## src/rtl/wpc_pkg.sv

```systemverilog
package wpc_pkg;
  typedef enum logic {
    DIR_DOWN = 1'b0,
    DIR_UP   = 1'b1
  } wpc_dir_e;
endpackage

```

## src/rtl/wpc_sync.sv

```systemverilog
module wpc_sync #(
  parameter int                 WIDTH   = 2,
  parameter logic [WIDTH-1:0]   RST_VAL = '0
) (
  input  logic             clk,
  input  logic             rst_n,
  input  logic [WIDTH-1:0] async_i,
  output logic [WIDTH-1:0] sync_o
);
  logic [WIDTH-1:0] meta_q;
  logic [WIDTH-1:0] stab_q;

  always_ff @(posedge clk or negedge rst_n) begin
    if (!rst_n) begin
      meta_q <= RST_VAL;
      stab_q <= RST_VAL;
    end else begin
      meta_q <= async_i;
      stab_q <= meta_q;
    end
  end

  assign sync_o = stab_q;
endmodule

```

## src/rtl/wpc_edge_ctrl.sv

```systemverilog
module wpc_edge_ctrl
  import wpc_pkg::*;
(
  input  logic     clk,
  input  logic     rst_n,
  input  logic     sel_n_s_i,
  input  logic     ud_s_i,
  output logic     selected_o,
  output logic     ud_edge_o,
  output logic     step_req_o,
  output wpc_dir_e dir_o
);
  logic     sel_d_q;
  logic     ud_d_q;
  wpc_dir_e dir_q;
  logic     sel_fall;
  logic     ud_rise;

  always_ff @(posedge clk or negedge rst_n) begin
    if (!rst_n) begin
      sel_d_q <= 1'b1;
      ud_d_q  <= 1'b0;
      dir_q   <= DIR_DOWN;
    end else begin
      sel_d_q <= sel_n_s_i;
      ud_d_q  <= ud_s_i;
      if (sel_fall) dir_q <= wpc_dir_e'(ud_s_i);
    end
  end

  assign sel_fall   = sel_d_q & ~sel_n_s_i;
  assign ud_rise    = ~ud_d_q & ud_s_i;
  assign ud_edge_o  = ud_d_q ^ ud_s_i;
  assign selected_o = ~sel_n_s_i;
  assign step_req_o = selected_o & ud_rise & ~sel_fall;
  assign dir_o      = dir_q;


  idle_no_step_chk: assert property (@(posedge clk) disable iff (!rst_n)
    sel_n_s_i |-> !step_req_o);


  fall_no_step_chk: assert property (@(posedge clk) disable iff (!rst_n)
    (sel_d_q && !sel_n_s_i) |-> !step_req_o);


  dir_capture_chk: assert property (@(posedge clk) disable iff (!rst_n)
    (sel_d_q && !sel_n_s_i) |=> (dir_q == wpc_dir_e'($past(ud_s_i))));
endmodule

```

## src/rtl/wpc_phase_mon.sv

```systemverilog
module wpc_phase_mon #(
  parameter int MIN_PHASE_CYC = 75
) (
  input  logic clk,
  input  logic rst_n,
  input  logic selected_i,
  input  logic ud_edge_i,
  output logic err_o
);
  localparam int CNT_W = $clog2(MIN_PHASE_CYC + 1);
  localparam logic [CNT_W-1:0] CNT_MAX = CNT_W'(MIN_PHASE_CYC);

  logic [CNT_W-1:0] len_q;
  logic             armed_q;
  logic             err_q;
  logic             short_phase;

  assign short_phase = selected_i & ud_edge_i & armed_q & (len_q < CNT_MAX);

  always_ff @(posedge clk or negedge rst_n) begin
    if (!rst_n) begin
      len_q   <= '0;
      armed_q <= 1'b0;
      err_q   <= 1'b0;
    end else begin
      if (ud_edge_i)              len_q <= CNT_W'(1);
      else if (len_q != CNT_MAX)  len_q <= len_q + 1'b1;
      if (!selected_i)            armed_q <= 1'b0;
      else if (ud_edge_i)         armed_q <= 1'b1;
      if (short_phase)            err_q <= 1'b1;
    end
  end

  assign err_o = err_q;


  err_sticky_chk: assert property (@(posedge clk) disable iff (!rst_n)
    err_q |=> err_q);


  err_cause_chk: assert property (@(posedge clk) disable iff (!rst_n)
    $rose(err_q) |-> $past(selected_i && ud_edge_i));
endmodule

```

## src/rtl/wpc_position.sv

```systemverilog
module wpc_position
  import wpc_pkg::*;
#(
  parameter int NUM_TAPS  = 32,
  parameter int RESET_TAP = 16,
  localparam int POS_W    = $clog2(NUM_TAPS)
) (
  input  logic                clk,
  input  logic                rst_n,
  input  logic                step_req_i,
  input  wpc_dir_e            dir_i,
  output logic [POS_W-1:0]    pos_o,
  output logic [NUM_TAPS-1:0] tap_sel_o,
  output logic                step_done_o
);
  localparam logic [POS_W-1:0] TOP_TAP = POS_W'(NUM_TAPS - 1);
  localparam logic [POS_W-1:0] MID_TAP = POS_W'(RESET_TAP);

  logic [POS_W-1:0] pos_q;
  logic             done_q;
  logic             go_up;
  logic             go_dn;

  assign go_up = step_req_i & (dir_i == DIR_UP)   & (pos_q != TOP_TAP);
  assign go_dn = step_req_i & (dir_i == DIR_DOWN) & (pos_q != '0);

  always_ff @(posedge clk or negedge rst_n) begin
    if (!rst_n) begin
      pos_q  <= MID_TAP;
      done_q <= 1'b0;
    end else begin
      done_q <= go_up | go_dn;
      if (go_up)      pos_q <= pos_q + 1'b1;
      else if (go_dn) pos_q <= pos_q - 1'b1;
    end
  end

  for (genvar t = 0; t < NUM_TAPS; t++) begin : g_tap
    assign tap_sel_o[t] = (pos_q == POS_W'(t));
  end

  assign pos_o       = pos_q;
  assign step_done_o = done_q;


  sat_top_chk: assert property (@(posedge clk) disable iff (!rst_n)
    (pos_q == TOP_TAP && step_req_i && dir_i == DIR_UP) |=> (pos_q == TOP_TAP));


  sat_bot_chk: assert property (@(posedge clk) disable iff (!rst_n)
    (pos_q == '0 && step_req_i && dir_i == DIR_DOWN) |=> (pos_q == '0));


  one_tap_chk: assert property (@(posedge clk) disable iff (!rst_n)
    $countones(tap_sel_o) == 1);


  strobe_match_chk: assert property (@(posedge clk) disable iff (!rst_n)
    (pos_q != $past(pos_q)) |-> done_q);


  one_step_chk: assert property (@(posedge clk) disable iff (!rst_n)
    done_q |-> (pos_q == $past(pos_q) + 1'b1 || pos_q == $past(pos_q) - 1'b1));
endmodule

```

## src/rtl/wiper_pos_ctrl.sv

```systemverilog
module wiper_pos_ctrl
  import wpc_pkg::*;
#(
  parameter int NUM_TAPS      = 32,
  parameter int RESET_TAP     = 16,
  parameter int MIN_PHASE_CYC = 75,
  localparam int POS_W        = $clog2(NUM_TAPS)
) (
  input  logic                clk,
  input  logic                rst_n,
  input  logic                sel_n_i,
  input  logic                ud_i,
  output logic [NUM_TAPS-1:0] tap_sel_o,
  output logic [POS_W-1:0]    pos_o,
  output logic                step_done_o,
  output logic                standby_o,
  output logic                timing_err_o
);
  logic [1:0] sync_w;
  logic       selected_w;
  logic       ud_edge_w;
  logic       step_req_w;
  wpc_dir_e   dir_w;

  wpc_sync #(.WIDTH(2), .RST_VAL(2'b10)) u_sync (
    .clk     (clk),
    .rst_n   (rst_n),
    .async_i ({sel_n_i, ud_i}),
    .sync_o  (sync_w)
  );

  wpc_edge_ctrl u_edge (
    .clk        (clk),
    .rst_n      (rst_n),
    .sel_n_s_i  (sync_w[1]),
    .ud_s_i     (sync_w[0]),
    .selected_o (selected_w),
    .ud_edge_o  (ud_edge_w),
    .step_req_o (step_req_w),
    .dir_o      (dir_w)
  );

  wpc_position #(.NUM_TAPS(NUM_TAPS), .RESET_TAP(RESET_TAP)) u_pos (
    .clk         (clk),
    .rst_n       (rst_n),
    .step_req_i  (step_req_w),
    .dir_i       (dir_w),
    .pos_o       (pos_o),
    .tap_sel_o   (tap_sel_o),
    .step_done_o (step_done_o)
  );

  wpc_phase_mon #(.MIN_PHASE_CYC(MIN_PHASE_CYC)) u_mon (
    .clk        (clk),
    .rst_n      (rst_n),
    .selected_i (selected_w),
    .ud_edge_i  (ud_edge_w),
    .err_o      (timing_err_o)
  );

  assign standby_o = ~selected_w;


  frozen_pos_chk: assert property (@(posedge clk) disable iff (!rst_n)
    (standby_o && $past(standby_o)) |=> $stable(pos_o));
endmodule

```

## config.mk

```make
export PLATFORM = sky130hd
export DESIGN_NAME = wiper_pos_ctrl
export DESIGN_NICKNAME = d
export VERILOG_FILES = /design/src/rtl/wpc_pkg.sv /design/src/rtl/wpc_sync.sv /design/src/rtl/wpc_edge_ctrl.sv /design/src/rtl/wpc_phase_mon.sv /design/src/rtl/wpc_position.sv /design/src/rtl/wiper_pos_ctrl.sv
export SDC_FILE = /design/constraint.sdc
export NUM_CORES = 1
export LEC_CHECK = 0
export BUFFER_PORTS_ARGS = -buffer_cell sky130_fd_sc_hd__buf_2
export CORE_MARGIN = 2
export CORE_UTILIZATION = 44
export DETAILED_ROUTE_END_ITERATION = 8
export PLACE_DENSITY = 0.74
export SYNTH_ARGS = -nofsm -noshare
export SYNTH_HDL_FRONTEND = slang
export SYNTH_SLANG_ARGS = --single-unit
```

## constraint.sdc

```tcl
create_clock -name clk -period 1.8 [get_ports clk]
set_input_delay 0.18 -clock clk [delete_from_list [all_inputs] [get_ports clk]]
set_output_delay 0.18 -clock clk [all_outputs]
set_load 0.03 [all_outputs]
```

==> results of run 1 <==
==> per-layer routing <==
layer,share of wire,track usage
met5,0,0
met4,0.0098,0.0698
met3,0.057,0.0179
met2,0.51,0.354
met1,0.43,0.196
==> where the power goes <==
part / leakage, µW / internal (µW) / switching [µW]
Combinational: 0.000561 / 411 / 693
Clock: 0.0000150 / 86.6 / 147
Sequential: 0.000260 / 577 / 101
Total: 0.000836 / 1070 / 941
==> cell usage in the layout, fill, tap and decap left out, drive strengths merged, types with 5 or more instances in the layout <==
cell type / Yosys / layout
nand3: 5 / 5
nand2: 13 / 13
nor2: 32 / 32
ha: 8 / 8
inv: 8 / 7
buf: 0 / 50
dfrtp: 18 / 18
a21oi: 5 / 5
o21ai: 7 / 7
==> kinds of logic (layout without fill, tap and decap cells) <==
group	Yosys count	count (layout)	share of synthesized area
AND/OR/NAND/NOR	78	78	0.306
AO/OA/AOI/OAI	23	23	0.117
flip-flops	22	22	0.429
buffers and inverters	12	65	0.0348
adder cells (fa/ha/maj)	8	8	0.0774
XOR/XNOR	4	4	0.0271
multiplexers	1	1	0.00870
==> cell type report <==
cell class                 instances  area, µm²  share of cell area
sequential                        22        561               0.327
timing repair buffer              53        312               0.182
tap                               31       38.8              0.0226
clock buffer                       4       26.3              0.0153
multi-input combinational        114        742               0.433
inverter                           8       35.0              0.0204
==> worst paths after layout <==
kind / end / depth (start not counted) / startpoint / slack [ps]
min in group clk: u_sync.sync_o[1]$_DFF_PN1_ / 0 / u_sync.meta_q[1]$_DFF_PN1_ / 360
setup reg to reg: u_pos.pos_o[2]$_DFFE_PN0P_ / 7 / u_pos.pos_o[1]$_DFFE_PN0P_ / 10
max in group asynchronous: u_sync.sync_o[1]$_DFF_PN1_ / 2 / rst_n / 1100
setup / recovery: tap_sel_o[0] / 5 / u_pos.pos_o[1]$_DFFE_PN0P_ / -20
hold / removal: u_mon.len_q[1]$_DFFE_PN0P_ / 2 / rst_n / 340
hold reg to reg: u_sync.sync_o[1]$_DFF_PN1_ / 0 / u_sync.meta_q[1]$_DFF_PN1_ / 360
==> through the flow <==
stage,hold slack [ps],worst slack (ps),cell area (µm²),power [µW],cells
CTS,358,-26.4,1700,1990,231
floorplan,-116,7.48,1340,1390,148
finish,341,-23.4,1710,2020,232
detailed placement,171,76.8,1590,1650,220
global route,372,-66.3,1710,2150,232
global placement,161,110,1590,1630,220
==> state kept, by name, summed over array words and instances, names as in the netlist <==
signal and flops:
u_mon.err_o 1, u_pos.pos_o 5, u_pos.step_done_o 1, u_mon.len_q 7
u_edge.sel_d_q 1, u_sync.meta_q 2, u_mon.armed_q 1, u_edge.dir_o 1
u_edge.ud_d_q 1, u_sync.sync_o 2
==> what timing repair did <==
action,CTS,global route
setup buffers,4,1
endpoints found under the setup margin,1,7
pin swaps,0,3
resized for setup,6,5
endpoints found under the hold margin,20,0
hold buffers,3,0
==> flow_summary.toml, run 1 <==
[synth]
mappedNetlistArea_um2 = 1290
count_of_flip_flops_with_a_built_in_enable_after_synthesis = 0
yosys.area.top_type_share = 0.348
yosysTopAreaCell = "dfrtp_1"
ys_warn_count = 0
yosys-top-cells-area = "dfrtp_1 (35%), nor2_1 (9.3%), dfstp_2 (8.1%)"
synth_fp_nets = 160
synth_seq_cells = 22
ys_types = 41
synth.avg_cell_area_um2 = 8.74
ys_top_cells_by_count = "nor2_1 (32), dfrtp_1 (18), nand2_1 (13)"
netlist_instances = 148
synth.most_common_cell = "nor2_1"
synth-main-ff-cell = "dfrtp_1"
proportion_of_synthesized_flip_flops_having_asynchronous_set_or_reset = 1.00
synth.yosys.seq_area_share = 0.429

[timing]
post-route-worst-setup-slack_ps = -23.4
tightestPinTransition_ps = 498
final_max_slew_viol_count = 0
fmax_mhz = 548
post-route-period-util = 1.01
worst_clock_skew_ps = 3.40
grt_setup_unrepaired = "yes"
timing.final.hold_violations = 0
period_needed_ps = 1820
setup_viol = 1
fin_setup_tns_ps = -23.4
slew-limit-headroom = 0.663

[run_status]
violations = "negative setup slack"
status = "finished with violations"

[power]
power_density_nw_per_um2 = 1180
max-vdd-ir-drop_v = 0.000811
cellLeakagePower_uw = 0.000836

[route]
wl_um = 2950
viasPerCell = 5.25
first_drt_iteration_drcs = 54
route.detailed.drc = 0
drt-wirelength-per-cell_um = 12.7
drt_first_pass_iters = 4
num_vias = 1217
antenna_left = 0

[worst_setup_path]
slowest_delay_ps = 500
timing.critical_path.required_ps = 1620
cpLargestDelayFamily = "simple AND/OR/NAND/NOR gates"
critPathKind = "flop to primary output"
setup.worst_path.start_class = "flop"
worst_path_buffer_plus_inverter_count = 3
kind_of_end_point_of_the_critical_path = "primary output"
timing.critical_path.slowest_stage_cell = "or4b_4"
worst-endpoint-arrival_ps = 1640
ordered_cell_list_for_the_critical_path = "inv_2, ha_4, or4b_4, clkinv_4, buf_6"
worstPathMaxFanout = 3

[clock_tree]
total_clock_sinks = 22
clk_lat_worst_skew_ps = 310
cts_buffer_count = 3
cts_root_buffer = "clkbuf_4"
cts_max_path_bufs = 2
clkSlewWorstSetupHoldPaths_ps = 120
cts_tree = "yes"
h_tree_lvl_count = 1

[final_layout]
layout-area-overhead-vs-synth_pct = 32.5
final_nets = 214
nFillCells = 245
drive_above_1_share = 0.378
layout.core_utilization = 0.616
antennaDiodeCount = 0

[grt]
grt_start_max_net_pins = 23
grt_pass1_vias = 1128
global_route.overflow_total = 0
grt_antenna_before_repair = 0
grt_pass1_wl_um = 4790
grtUsageTotal = 0.181

[floorplan]
die_width_um = 58.2
placementRows = 19
floorplan.initialDensity = 0.465
die_y_um = 58.2
design.die.area_um2 = 3390
design.core.area_um2 = 2780
io_pins = 44

[placed_design]
routabilityCongestion = 0.833
port_buffers = 43
place.detailed.hpwl_um = 2230

[worst_hold_path]
hold_path_class = "primary input to asynchronous set/reset pin"

[job]
max_cap_violations = 0
(Power assumes the default switching activity.)
==> run 2: changes to the inputs <==
--- a/config.mk
+++ b/config.mk
@@ -11,4 +11,5 @@
 export DETAILED_ROUTE_END_ITERATION = 8
 export PLACE_DENSITY = 0.74
+export SKIP_LAST_GASP = 1
 export SYNTH_ARGS = -nofsm -noshare
 export SYNTH_HDL_FRONTEND = slang
==> constraint.sdc (replaced) <==
create_clock -name clk -period 1.8 [get_ports clk]
set_input_delay 0.36 -clock clk [delete_from_list [all_inputs] [get_ports clk]]
set_output_delay 0.36 -clock clk [all_outputs]
set_load 0.03 [all_outputs]
==> flow_summary.toml, run 2 (synthesis results as in run 1) <==
[run_status]
status = "finished with violations"
violations = "negative setup slack"

[placed_design]
dpl_cell_area_um2 = 1670
routabilityCongestion = 0.957
port_buffers = 43
place.detailed.hpwl_um = 2330

[grt]
grt_start_max_net_pins = 23
grt_antenna_before_repair = 0
grt_pass1_wl_um = 5750
grtUsageTotal = 0.219
grt_pass1_vias = 1292
global_route.overflow_total = 0

[final_layout]
largest_register_by_flop_count = "u_mon.len_q"
stdcell_area_um2 = 2340
layout-area-overhead-vs-synth_pct = 80.9
number_of_flip_flops_in_the_largest_register = 7
mostFrequentLayoutCell = "buf_6"
drive_above_1_share = 0.605
most-common-layout-cells = "buf_6 (29), buf_4 (26), nor2_4 (23)"
final_nets = 228
nFillCells = 123
antennaDiodeCount = 0

[power]
cellLeakagePower_uw = 0.000971
max-vdd-ir-drop_v = 0.00111
power_density_nw_per_um2 = 1230

[route]
num_vias = 1435
first_drt_iteration_drcs = 65
viasPerCell = 5.83
route.detailed.drc = 0
drt-wirelength-per-cell_um = 18.3
wl_um = 4510
drt_first_pass_iters = 4
antenna_left = 0

[timing]
timing.final.hold_violations = 0
slew-limit-headroom = 0.655
worst_clock_skew_ps = 1.90
tightestPinTransition_ps = 511
final_max_slew_viol_count = 0
period_needed_ps = 2030
fmax_mhz = 493
setup_viol = 36
post-route-worst-setup-slack_ps = -228
fin_setup_tns_ps = -3980
post-route-period-util = 1.13
grt_setup_unrepaired = "yes"

[worst_setup_path]
critPathKind = "flop to primary output"
worst-r2r-setup-slack_ps = -110
kind_of_end_point_of_the_critical_path = "primary output"
r2r_cells = 7
timing.critical_path.required_ps = 1440
r2r_start = "u_pos.pos_o[1]$_DFFE_PN0P_"
worst-endpoint-arrival_ps = 1670
timing.rr.end = "u_pos.pos_o[2]$_DFFE_PN0P_"
setup.worst_path.start_class = "flop"
worstPathMaxFanout = 2

[floorplan]
die_width_um = 58.2
design.die.area_um2 = 3390
placementRows = 19
design.core.area_um2 = 2780
io_pins = 44
floorplan.initialDensity = 0.465
die_y_um = 58.2

[worst_hold_path]
hold_end = "u_sync.meta_q[1]$_DFF_PN1_"
min_from = "sel_n_i"
hold_path_depth = 1
hold_path_class = "primary input to flop"

[clock_tree]
cts_max_path_bufs = 2
cts_buffer_count = 3
cts_root_buffer = "clkbuf_4"
h_tree_lvl_count = 1
clk_lat_worst_skew_ps = 310
cts_tree = "yes"
clkSlewWorstSetupHoldPaths_ps = 120
total_clock_sinks = 22

[job]
max_cap_violations = 0
-- run 2: cell count changes in the layout (fill, tap and decap cells not counted), sizes merged --
cell	before	now
buf	50	66
dlygate4sd3	3	1
clkinv	1	0
inv	7	8
-- run 2: critical path: stages, from the launching register on --
cell     delay (ps)
dfrtp_2         440
inv_2            90
ha_4            150
or4b_4          490
inv_4            70
buf_6           120
-- run 2: per-stage QoR --
stage	hold WS [ps]	util	setup WS, ps	total power (µW)	std cells
floorplan	64.4	-	-44.3	1490	148
finish	127	0.842	-228	2880	246
CTS	122	0.745	-185	2450	240
global route	108	0.842	-254	2990	246
global placement	335	0.601	38.1	1760	224
detailed placement	346	0.601	-16.8	1810	224
-- run 2: how the worst max path moves through the flow --
| stage | startpoint | cells after the start | end | slack (ps) |
|---|---|---|---|---|
| final | u_pos.pos_o[0]$_DFFE_PN0P_ | 5 | tap_sel_o[0] | -230 |
| after global routing | u_pos.pos_o[1]$_DFFE_PN0P_ | 5 | tap_sel_o[0] | -250 |
| after floorplan | u_pos.pos_o[0]$_DFFE_PN0P_ | 6 | u_pos.pos_o[2]$_DFFE_PN0P_ | -40 |
| after global placement | u_pos.pos_o[0]$_DFFE_PN0P_ | 5 | tap_sel_o[0] | 40 |
| after CTS | u_pos.pos_o[1]$_DFFE_PN0P_ | 5 | tap_sel_o[0] | -180 |
| after detailed placement | u_pos.pos_o[0]$_DFFE_PN0P_ | 5 | tap_sel_o[0] | -20 |
-- run 2: power breakdown --
group | leakage, µW | total, µW | switching [µW] | internal, µW
sequential | 0.000260 | 699 | 122 | 577
combinational | 0.000690 | 1900 | 1130 | 773
clock | 0.0000210 | 275 | 151 | 124
-- run 2: cell type report --
cell class | instances | area (µm²) | area share
Timing Repair Buffer | 67 | 602 | 0.257
Inverter | 8 | 40.0 | 0.0171
Clock buffer | 4 | 36.3 | 0.0155
Sequential cell | 22 | 561 | 0.239
Multi-Input combinational cell | 114 | 1060 | 0.454
Tap cell | 31 | 38.8 | 0.0166
-- run 2: per-layer routing --
metal,global-route usage,routed length (µm),vias to the layer above
li1,-,-,645
met1,0.255,1720,692
met2,0.411,2350,81
met3,0.0335,277,17
met4,0.0631,155,0
met5,0,0,-
-- run 2: what timing repair did --
action / 4_1_cts / 5_1_grt
setup endpoints to repair: 32 / 36
pin swaps: 9 / 17
hold buffers: 1 / 0
endpoints found under the hold margin: 18 / 0
gates resized for setup: 78 / 60
setup buffers: 12 / 6
==> run 3: changes to the inputs <==
Settings changed: PLACE_DENSITY 0.74 to unset, PLACE_DENSITY_LB_ADDON set to 0.25.
==> flow_summary.toml, run 3 (synthesis results as in run 1) <==
[run_status]
status = "finished with violations"
violations = "negative hold slack, negative setup slack"

[worst_setup_path]
worst-endpoint-arrival_ps = 1640
kind_of_end_point_of_the_critical_path = "primary output"
ordered_cell_list_for_the_critical_path = "inv_2, ha_4, or4b_4, inv_4, buf_6"
timing.critical_path.slowest_stage_cell = "or4b_4"
worst_path_buffer_plus_inverter_count = 3
cpLargestDelayFamily = "simple AND/OR/NAND/NOR gates"
worstPathMaxFanout = 2
timing.critical_path.required_ps = 1440
slowest_delay_ps = 480
critPathKind = "flop to primary output"
setup.worst_path.start_class = "flop"

[clock_tree]
total_clock_sinks = 22
clkSlewWorstSetupHoldPaths_ps = 120
hold_buffers = 0
cts_buffer_count = 3
cts_root_buffer = "clkbuf_4"
clk_lat_worst_skew_ps = 300
h_tree_lvl_count = 1
cts_max_path_bufs = 2
cts_tree = "yes"

[grt]
grt_pass1_vias = 1192
grtUsageTotal = 0.209
global_route.overflow_total = 0
grt_antenna_before_repair = 0
grt_pass1_wl_um = 5530
grt_start_max_net_pins = 23

[power]
cellLeakagePower_uw = 0.000942
max-vdd-ir-drop_v = 0.00106
power_density_nw_per_um2 = 1210

[placed_design]
place.detailed.hpwl_um = 2350
routabilityCongestion = 0.957
port_buffers = 43

[timing]
post-route-period-util = 1.11
post-route-worst-setup-slack_ps = -202
setup_viol = 31
grt_setup_unrepaired = "yes"
worst_clock_skew_ps = 11.8
timing.final.hold_violations = 9
period_needed_ps = 2000
fin_setup_tns_ps = -2760
final_max_slew_viol_count = 0
tightestPinTransition_ps = 502
slew-limit-headroom = 0.661
fmax_mhz = 500
hold-worst-slack_ps = -4.82

[route]
first_drt_iteration_drcs = 56
route.detailed.drc = 0
num_vias = 1371
viasPerCell = 5.64
antenna_left = 0
drt-wirelength-per-cell_um = 16.4
wl_um = 3970
drt_first_pass_iters = 4

[floorplan]
design.die.area_um2 = 3390
design.core.area_um2 = 2780
io_pins = 44
die_y_um = 58.2
die_width_um = 58.2
placementRows = 19
floorplan.initialDensity = 0.465

[final_layout]
layout-area-overhead-vs-synth_pct = 68.1
mostFrequentLayoutCell = "buf_6"
number_of_flip_flops_in_the_largest_register = 7
antennaDiodeCount = 0
drive_above_1_share = 0.594
most-common-layout-cells = "buf_6 (23), buf_4 (22), nor2_4 (19), buf_2 (19), dfrtp_1 (14)"
largest_register_by_flop_count = "u_mon.len_q"
final_nets = 225

[job]
max_cap_violations = 0

[worst_hold_path]
hold_path_class = "primary input to asynchronous set/reset pin"
-- run 3: changes by cell type in the layout (fill, tap and decap cells not counted), sizes merged --
cell,before,now
inv,8,7
clkinvlp,0,1
buf,66,64
dlygate4sd3,1,0
-- run 3: worst paths after layout --
| check | start | end | slack, ps | cells after the start |
|---|---|---|---|---|
| worst max-delay path | u_pos.pos_o[1]$_DFFE_PN0P_ | tap_sel_o[0] | -200 | 5 |
| max in group asynchronous | rst_n | u_pos.pos_o[2]$_DFFE_PN0P_ | 1440 | 1 |
| worst min-delay path | rst_n | u_mon.len_q[4]$_DFFE_PN0P_ | -5 | 1 |
| worst min register to register | u_sync.meta_q[0]$_DFF_PN0_ | u_sync.sync_o[0]$_DFF_PN0_ | 370 | 0 |
| worst max register to register | u_pos.pos_o[1]$_DFFE_PN0P_ | u_pos.pos_o[2]$_DFFE_PN0P_ | -90 | 7 |
| min in group clk | sel_n_i | u_sync.meta_q[1]$_DFF_PN1_ | 160 | 1 |
-- run 3: repair_timing --
item                       in CTS  in global routing
gates cloned                    0                  0
buffers inserted                5                 11
pin swaps                       4                 18
resized for setup              31                 89
setup endpoints to repair      32                 37
-- run 3: final cells by class --
cell class              count  area [µm²]
multi-input cells         114         993
fillers                   172         607
flip-flops and latches     22         561
repair buffers             64         519
well taps                  31        38.8
inverters                   8        36.3
clock buffers               4        26.3
-- run 3: routing by layer --
metal | track usage | part of all wire
met1 | 0.254 | 0.38
met2 | 0.372 | 0.55
met3 | 0.0379 | 0.050
met4 | 0.0731 | 0.016
met5 | 0 | 0
-- run 3: metrics by stage --
step	worst slack, ps	utilization	std cells	total power (µW)	area (µm²)
finish	-202	0.782	243	2640	2170
floorplan	-44.3	-	148	1490	1390
CTS	-187	0.660	233	2220	1840
detailed placement	-21.1	0.601	224	1810	1670
global route	-268	0.782	243	2790	2170
global placement	39.6	0.601	224	1770	1670
-- run 3: report_power, final --
part	switching (µW)	internal (µW)	leakage (µW)
Combinational	1030	700	0.000667
Clock	137	86.1	0.0000150
Sequential	110	577	0.000260
Total	1280	1360	0.000942
